===== config.mk =====
export PLATFORM = sky130hd
export DESIGN_NAME = pattern_stage
export DESIGN_NICKNAME = d
export VERILOG_FILES = /design/src/rtl/pstage_pkg.sv /design/src/rtl/pstage_regfile.sv /design/src/rtl/pstage_xfer.sv /design/src/rtl/pattern_stage.sv
export SDC_FILE = /design/constraint.sdc
export NUM_CORES = 1
export LEC_CHECK = 0
export BUFFER_PORTS_ARGS = -buffer_cell sky130_fd_sc_hd__buf_2
export CAP_MARGIN = 25
export CORE_MARGIN = 3
export CORE_UTILIZATION = 45
export DETAILED_ROUTE_END_ITERATION = 8
export PLACE_DENSITY = 0.77
export SLEW_MARGIN = 20
export SYNTH_ARGS = -nofsm -noshare
export SYNTH_HDL_FRONTEND = slang
export SYNTH_SLANG_ARGS = --single-unit

===== constraint.sdc =====
create_clock -name clk -period 1.17 [get_ports clk]
set_clock_uncertainty 0.15 [all_clocks]
set_input_delay 0 -clock clk [delete_from_list [all_inputs] [get_ports clk]]
set_output_delay 0 -clock clk [all_outputs]
set_load 0.01 [all_outputs]

===== src/rtl/pstage_pkg.sv =====
package pstage_pkg;
  typedef enum logic [1:0] {
    SEL_NONE = 2'd0,
    SEL_BASE = 2'd1,
    SEL_ALT  = 2'd2
  } sel_e;
endpackage


===== src/rtl/pstage_regfile.sv =====
module pstage_regfile
  import pstage_pkg::*;
#(
  parameter int GRP_W    = 4,
  parameter int ADDR_W   = 3,
  parameter int BASE_OFF = 4,
  parameter int ALT_OFF  = 6
) (
  input  logic                 clk,
  input  logic                 rst_n,
  input  logic                 hw_standby,
  input  logic                 sw_standby,
  input  logic                 mode_split,
  input  logic [ADDR_W-1:0]    addr,
  input  logic                 we,
  input  logic [2*GRP_W-1:0]   wdata,
  output logic [2*GRP_W-1:0]   stage,
  output logic [2*GRP_W-1:0]   rdata
);
  localparam int DW = 2 * GRP_W;
  localparam logic [ADDR_W-1:0] BASE_A = ADDR_W'(BASE_OFF);
  localparam logic [ADDR_W-1:0] ALT_A  = ADDR_W'(ALT_OFF);
  localparam logic [GRP_W-1:0]  ONES_N = '1;

  sel_e             sel;
  logic             wr_hi, wr_lo, stage_en;
  logic [DW-1:0]    stage_d, stage_q;

  always_comb begin
    if (addr == BASE_A)     sel = SEL_BASE;
    else if (addr == ALT_A) sel = SEL_ALT;
    else                    sel = SEL_NONE;
  end

  always_comb begin
    wr_hi = 1'b0;
    wr_lo = 1'b0;
    case (sel)
      SEL_BASE: begin
        wr_hi = 1'b1;
        wr_lo = !mode_split;
      end
      SEL_ALT:  wr_lo = mode_split;
      default:  ;
    endcase
  end

  always_comb begin
    stage_d = stage_q;
    if (wr_hi) stage_d[DW-1:GRP_W] = wdata[DW-1:GRP_W];
    if (wr_lo) stage_d[GRP_W-1:0]  = wdata[GRP_W-1:0];
    if (hw_standby) stage_d = '0;
    stage_en = hw_standby | (we & !sw_standby & (wr_hi | wr_lo));
  end

  always_ff @(posedge clk or negedge rst_n) begin
    if (!rst_n)        stage_q <= '0;
    else if (stage_en) stage_q <= stage_d;
  end

  always_comb begin
    rdata = '1;
    case (sel)
      SEL_BASE: rdata = mode_split ? {stage_q[DW-1:GRP_W], ONES_N} : stage_q;
      SEL_ALT:  rdata = mode_split ? {ONES_N, stage_q[GRP_W-1:0]} : '1;
      default:  rdata = '1;
    endcase
  end

  assign stage = stage_q;

  AST_HW_CLEAR: assert property (@(posedge clk) disable iff (!rst_n)
    hw_standby |=> (stage == '0));
  AST_SW_STAGE_HOLD: assert property (@(posedge clk) disable iff (!rst_n)
    (sw_standby && !hw_standby) |=> $stable(stage));
  AST_RSVD_READ: assert property (@(posedge clk) disable iff (!rst_n)
    (!mode_split && addr == ALT_A) |-> (rdata == '1));
endmodule


===== src/rtl/pstage_xfer.sv =====
module pstage_xfer #(
  parameter int GRP_W = 4
) (
  input  logic               clk,
  input  logic               rst_n,
  input  logic               sw_standby,
  input  logic               mode_split,
  input  logic               trig_hi,
  input  logic               trig_lo,
  input  logic               en_hi,
  input  logic               en_lo,
  input  logic [2*GRP_W-1:0] stage,
  output logic [2*GRP_W-1:0] port_q
);
  localparam int NGRP = 2;
  localparam int DW   = NGRP * GRP_W;

  logic [NGRP-1:0] grp_trig, grp_en, grp_ld;

  always_comb begin
    grp_trig[0] = trig_lo;
    grp_trig[1] = mode_split ? trig_hi : trig_lo;
    grp_en      = {en_hi, en_lo};
    grp_ld      = grp_trig & grp_en & {NGRP{!sw_standby}};
  end

  for (genvar g = 0; g < NGRP; g++) begin : g_grp
    logic [GRP_W-1:0] nib_q;
    always_ff @(posedge clk or negedge rst_n) begin
      if (!rst_n)         nib_q <= '0;
      else if (grp_ld[g]) nib_q <= stage[g*GRP_W +: GRP_W];
    end
    assign port_q[g*GRP_W +: GRP_W] = nib_q;
  end

  AST_LOAD_LO: assert property (@(posedge clk) disable iff (!rst_n)
    (en_lo && trig_lo && !sw_standby) |=> (port_q[GRP_W-1:0] == $past(stage[GRP_W-1:0])));
  AST_DISABLED_HOLD: assert property (@(posedge clk) disable iff (!rst_n)
    !en_hi |=> $stable(port_q[DW-1:GRP_W]));
  AST_SHARED_HI_IGNORED: assert property (@(posedge clk) disable iff (!rst_n)
    (!mode_split && !trig_lo) |=> $stable(port_q[DW-1:GRP_W]));
  AST_SW_PORT_HOLD: assert property (@(posedge clk) disable iff (!rst_n)
    sw_standby |=> $stable(port_q));
endmodule


===== src/rtl/pattern_stage.sv =====
module pattern_stage #(
  parameter int GRP_W    = 4,
  parameter int ADDR_W   = 3,
  parameter int BASE_OFF = 4,
  parameter int ALT_OFF  = 6
) (
  input  logic                 clk,
  input  logic                 rst_n,
  input  logic                 hw_standby,
  input  logic                 sw_standby,
  input  logic                 mode_split,
  input  logic [ADDR_W-1:0]    bus_addr,
  input  logic                 bus_we,
  input  logic [2*GRP_W-1:0]   bus_wdata,
  output logic [2*GRP_W-1:0]   bus_rdata,
  input  logic                 trig_hi,
  input  logic                 trig_lo,
  input  logic                 en_hi,
  input  logic                 en_lo,
  output logic [2*GRP_W-1:0]   port_q
);
  localparam int DW = 2 * GRP_W;
  localparam logic [ADDR_W-1:0] BASE_A = ADDR_W'(BASE_OFF);
  localparam logic [ADDR_W-1:0] ALT_A  = ADDR_W'(ALT_OFF);

  logic [DW-1:0] stage;

  pstage_regfile #(
    .GRP_W(GRP_W), .ADDR_W(ADDR_W), .BASE_OFF(BASE_OFF), .ALT_OFF(ALT_OFF)
  ) u_regs (
    .clk(clk), .rst_n(rst_n), .hw_standby(hw_standby), .sw_standby(sw_standby),
    .mode_split(mode_split), .addr(bus_addr), .we(bus_we), .wdata(bus_wdata),
    .stage(stage), .rdata(bus_rdata)
  );

  pstage_xfer #(.GRP_W(GRP_W)) u_xfer (
    .clk(clk), .rst_n(rst_n), .sw_standby(sw_standby), .mode_split(mode_split),
    .trig_hi(trig_hi), .trig_lo(trig_lo), .en_hi(en_hi), .en_lo(en_lo),
    .stage(stage), .port_q(port_q)
  );

  AST_OTHER_ADDR_ONES: assert property (@(posedge clk) disable iff (!rst_n)
    (bus_addr != BASE_A && bus_addr != ALT_A) |-> (bus_rdata == '1));
endmodule


# Word level (Yosys, flattened, before mapping)
# Cells that the tools add are included.
# Widths: inputs -> output; s select.
[totals]
n_memories = 0
out_inout_bits = 16
inputBits = 21
romBits = 0
regBits = 16
word_cells = 31
ramBits = 0
latchBits = 0
[classes]
shifts = 0
eq_ne = 4
n_mux = 11
bitwise = 6
mul = 0
addsub = 0
div = 0
n_reduce_logical = 6
magnitude_cmp = 0
[op_table]
columns = ["op", "n"]
rows = [
  ["$mux 4", 4],
  ["$pmux 8 s2", 1],
  ["$mux 8", 1],
  ["$eq 3x3->1 const B", 2],
  ["$and 2x2->2", 2],
  ["$mux 2", 2],
  ["$reduce_and 2->1", 2],
  ["$reduce_bool 2->1", 2],
  ["$and 1x1->1", 2],
  ["$eq 2x1->1 const B", 1],
  ["$eq 2x2->1 const B", 1],
  ["$logic_not 1->1", 2],
  ["$mux 1", 2],
  ["$or 1x1->1", 2],
  ["$pmux 1 s2", 1],
]

# Logic depth before layout (Yosys ltp)
[depth]
depth_word = 9
ltp_mapped = 4
mapped_depth_nobuf = 3

# By module
# From an unflattened synthesis, not the netlist that was laid out.
[unflattened]
cells_unflattened = 66
area_unflattened_um2 = 829.5
[by_module_without_submodules]
columns = ["mod", "area_per_inst_um2", "cells_each", "n_inst", "seq_area_each_um2"]
rows = [
  ["pstage_regfile", 509.2, 47, 1, 200.2],
  ["pstage_xfer", 320.3, 19, 1, 200.2],
]

# Worst setup path after synthesis
# No wires, ideal clock.
[synth_path]
path_type = "input to register"
start = "input port mode_split"
end = "register u_xfer.g_grp[1].nib_q[0]"
setup_ps = 125
slack_ps = 163
n_path_buf = 0
path_stages = 3
arrival_ps = 732
t_required_ps = 895
path_cell_list = "mux2i_1 -> nor3b_2 -> mux2_2"
[synth_via]
elab_chain_len = 3
[synth_rtl]
columns = ["element", "line_no", "rtl"]
rows = [
  ["from (decl)", "pattern_stage.sv:11", "input logic mode_split,"],
  ["$mux 1", "pstage_xfer.sv:22", "grp_trig[1] = mode_split ? trig_hi : trig_lo;"],
  ["$and 2x2->2 (2 in series)", "pstage_xfer.sv:24", "grp_ld = grp_trig & grp_en & {NGRP{!sw_standby}};"],
  ["to (signal assigned)", "pstage_xfer.sv:31", "else if (grp_ld[g]) nib_q <= stage[g*GRP_W +: GRP_W];"],
  ["to (decl)", "pstage_xfer.sv:28", "logic [GRP_W-1:0] nib_q;"],
]
# Every way passes these cells.
# A chain may end at the register's enable or synchronous reset.

# Worst setup path after layout
[layout_path]
start = "register u_regs.stage_q[3] (netlist: u_regs.stage[3])"
end = "output port bus_rdata[3]"
[layout_via]
elab_chain_len = 2
word_cells_on_any_way = 3
cone_classes = "mux (3)"
[layout_rtl]
columns = ["element", "line_no", "rtl"]
rows = [
  ["from (decl)", "pstage_regfile.sv:27", "logic [DW-1:0] stage_d, stage_q;"],
  ["from (signal assigned)", "pstage_regfile.sv:58", "else if (stage_en) stage_q <= stage_d;"],
  ["$mux 4 (on tied branches)", "pstage_regfile.sv:65, pstage_regfile.sv:64", ""],
  ["$pmux 8 s2 *", "pstage_regfile.sv:63", "case (sel)"],
  ["to (decl)", "pattern_stage.sv:15", "output logic [2*GRP_W-1:0] bus_rdata,"],
]
# Every way passes the cells marked *; elsewhere a longest branch is shown, timed or not.

==> impl_metrics.tcl <==
set metrics [dict create \
    yosysTopAreaCell "dfrtp_1" \
    antenna_left 0 \
    final_core_util 0.774 \
    finalSetupTns_ns -0.397 \
    final.min_clock_period_ns 1.27 \
    worstPathRequired_ns 1.02 \
    synth_top_area_frac 0.483 \
    crit_type "reg -> out" \
    holdWs_ns 0.0276 \
    cp-start-kind "flop" \
    yosys_warnings 0 \
    gp_congestion 0.717 \
    fp.dieW_um 48.9 \
    maxCapViolCount 0 \
    num_rows 14 \
    cts_buffer_depth 2 \
    drtIter0Drc 1 \
    synth-adder-area-share 0 \
    fin_area_mm2 0.00125 \
    routedWlPerCell_um 13.0 \
    die_area_mm2 0.00239 \
    cts_max_level 1 \
    tightest_slew_ns 0.335 \
    synth.distinct_cells 14 \
    dr.pass1.iters 2 \
    syn_nets 87 \
    cts_tree "built" \
    cts_root_buf "clkbuf_4" \
    synth-xor-area-share 0.0106 \
    dp.cells 127 \
    fillerInstances 118 \
    max_stage_delay_ns 0.38 \
    synth_area_leaders "dfrtp_1 (48%), nand2b_1 (14%), mux2i_1 (11%)" \
    syn2layout_area_growth_pct 50.4 \
    grt_max_degree 17 \
    core_mm2 0.00161 \
    peakVddDrop_mv 0.584 \
    start_util 0.515 \
    end_kind "output port" \
    p_leak_nw 0.627 \
    fp.dieH_um 48.9 \
    outcome "complete, but fails checks" \
    path_clk_slew_ns 0.09 \
    avgSynthCellArea_um2 12.6 \
    cp.arrival_ns 1.12 \
    dp_slack_ns -0.0338 \
    fmax_mhz 787 \
    place_hpwl_um 1380 \
    synthSimpleGateAreaFrac 0.279 \
    critPathMaxFanout 2 \
    pin_count 37 \
    synth_top_family_by_area "simple AND/OR/NAND/NOR gates" \
    antenna_found_initial 0 \
    holdCritPathClass "in -> reg" \
    worstSkewPairLatency_ns 0.29 \
    finalWorstSetupSlack_ns -0.101 \
    critical-path-top-delay-family "flip-flops" \
    violations "setup timing" \
    min_period_over_period 1.09 \
    viasPerCell 4.66 \
    powerDensity_mw_per_mm2 902 \
    cts_buffers 3 \
    synth_mux_area_frac 0.217 \
    first_global_vias 711 \
    clock_sinks 16 \
    synth_compound_area_frac 0 \
    drt_wl_total_um 1930 \
    path_cells "or3_1, buf_2" \
    final_layout_size_suffix_gt1_frac 0.492 \
    cp_num_buf_inv 1 \
    synth-seq-cells 16 \
    io_buffers 36 \
    placed_cell_area_mm2 0.00105 \
    ys_seq_area_frac 0.483 \
    setup_viol 5 \
    finalMaxSlewViolations 0 \
    postSynthCellCount 66 \
    slew_headroom 0.776 \
    drc_errors 0 \
    slowest_stage "dfrtp_1" \
    finalHoldViolCount 0 \
    synth.cell_area_um2 830 \
    power.total_mw 1.13 \
    n_antenna_cell 0 \
    track_usage 0.176 \
    layout.cells.non_filler 148 \
    rsz0062_at_grt "true" \
    via_count 689 \
    gr-total-overflow 0 \
    layout.nets 146 \
    grt_pass1_wl_um 3190 \
]
-- metal layers --
layer / vias up / part of all wire / track usage
met5: - / 0 / 0
met4: 0 / 0.013 / 0.0995
met3: 4 / 0.052 / 0.0398
met2: 23 / 0.49 / 0.299
met1: 321 / 0.45 / 0.203
li1: 341 / - / -
-- cell usage after synthesis, drive strengths merged --
cell	number
or2b	2
nand2b	19
mux2	8
mux2i	9
and3b	1
dfrtp	16
nor4b	1
nor3b	2
or3	4
xor2	1
clkbuf	2
nand3b	1
-- worst paths after layout --
path | from | to | slack [ns] | cells after the start
setup / recovery | u_regs.stage[3] | bus_rdata[3] | -0.10 | 2
hold / removal | en_lo | u_xfer.g_grp[0].nib_q[1] | 0.03 | 3
setup reg to reg | u_regs.stage[5] | u_xfer.g_grp[1].nib_q[1] | 0.11 | 2
hold reg to reg | u_xfer.g_grp[0].nib_q[1] | u_xfer.g_grp[0].nib_q[1] | 0.36 | 1
max in group asynchronous | rst_n | u_regs.stage[2] | 0.16 | 3
min in group asynchronous | rst_n | u_xfer.g_grp[1].nib_q[1] | 0.53 | 3
-- registers in the layout, summed over array words and instances, names as in the netlist --
| signal | count |
|---|---|
| u_xfer.g_grp.nib_q | 8 |
| u_regs.stage | 8 |
-- power breakdown --
part	leakage (nW)	switching (mW)	total, mW	internal [mW]
logic	0.384	0.0836	0.194	0.111
registers	0.223	0.00471	0.567	0.562
clock network	0.0210	0.175	0.365	0.189
-- layout by cell type, fill, tap and decap left out, types with 2 or more instances in the layout --
cell | Yosys | final
mux2i_1 | 9 | 9
nor3b_2 | 2 | 2
buf_4 | 0 | 9
dlygate4sd3_1 | 0 | 11
nand2b_1 | 18 | 18
or3_1 | 4 | 4
or2b_1 | 2 | 2
mux2_2 | 8 | 8
buf_2 | 0 | 35
clkbuf_4 | 0 | 4
dfrtp_1 | 16 | 16
-- tightest hold or removal path, stage by stage --
cell	delay [ns]
buf_2	0.10
nand3b_1	0.16
mux2_2	0.17
-- layout make-up --
class | instances | area, um2 | area share
well taps | 24 | 30.0 | 0.0241
clock buffers | 4 | 36.3 | 0.0291
multi-input cells | 48 | 420 | 0.337
repair buffers | 56 | 360 | 0.289
flip-flops and latches | 16 | 400 | 0.321
-- cells by family after synthesis --
family | count (synthesis)
buf+inv | 2
flops | 16
simple gates | 30
mux | 17
xor+xnor | 1
-- what timing repair did --
item	in CTS	in global routing
resized for setup	0	1
setup buffers	6	0
endpoints found under the hold margin	24	0
hold buffers	11	0
pin swaps	4	0
setup endpoints to repair	6	13
Note: power is estimated with default switching activity, not from simulation.
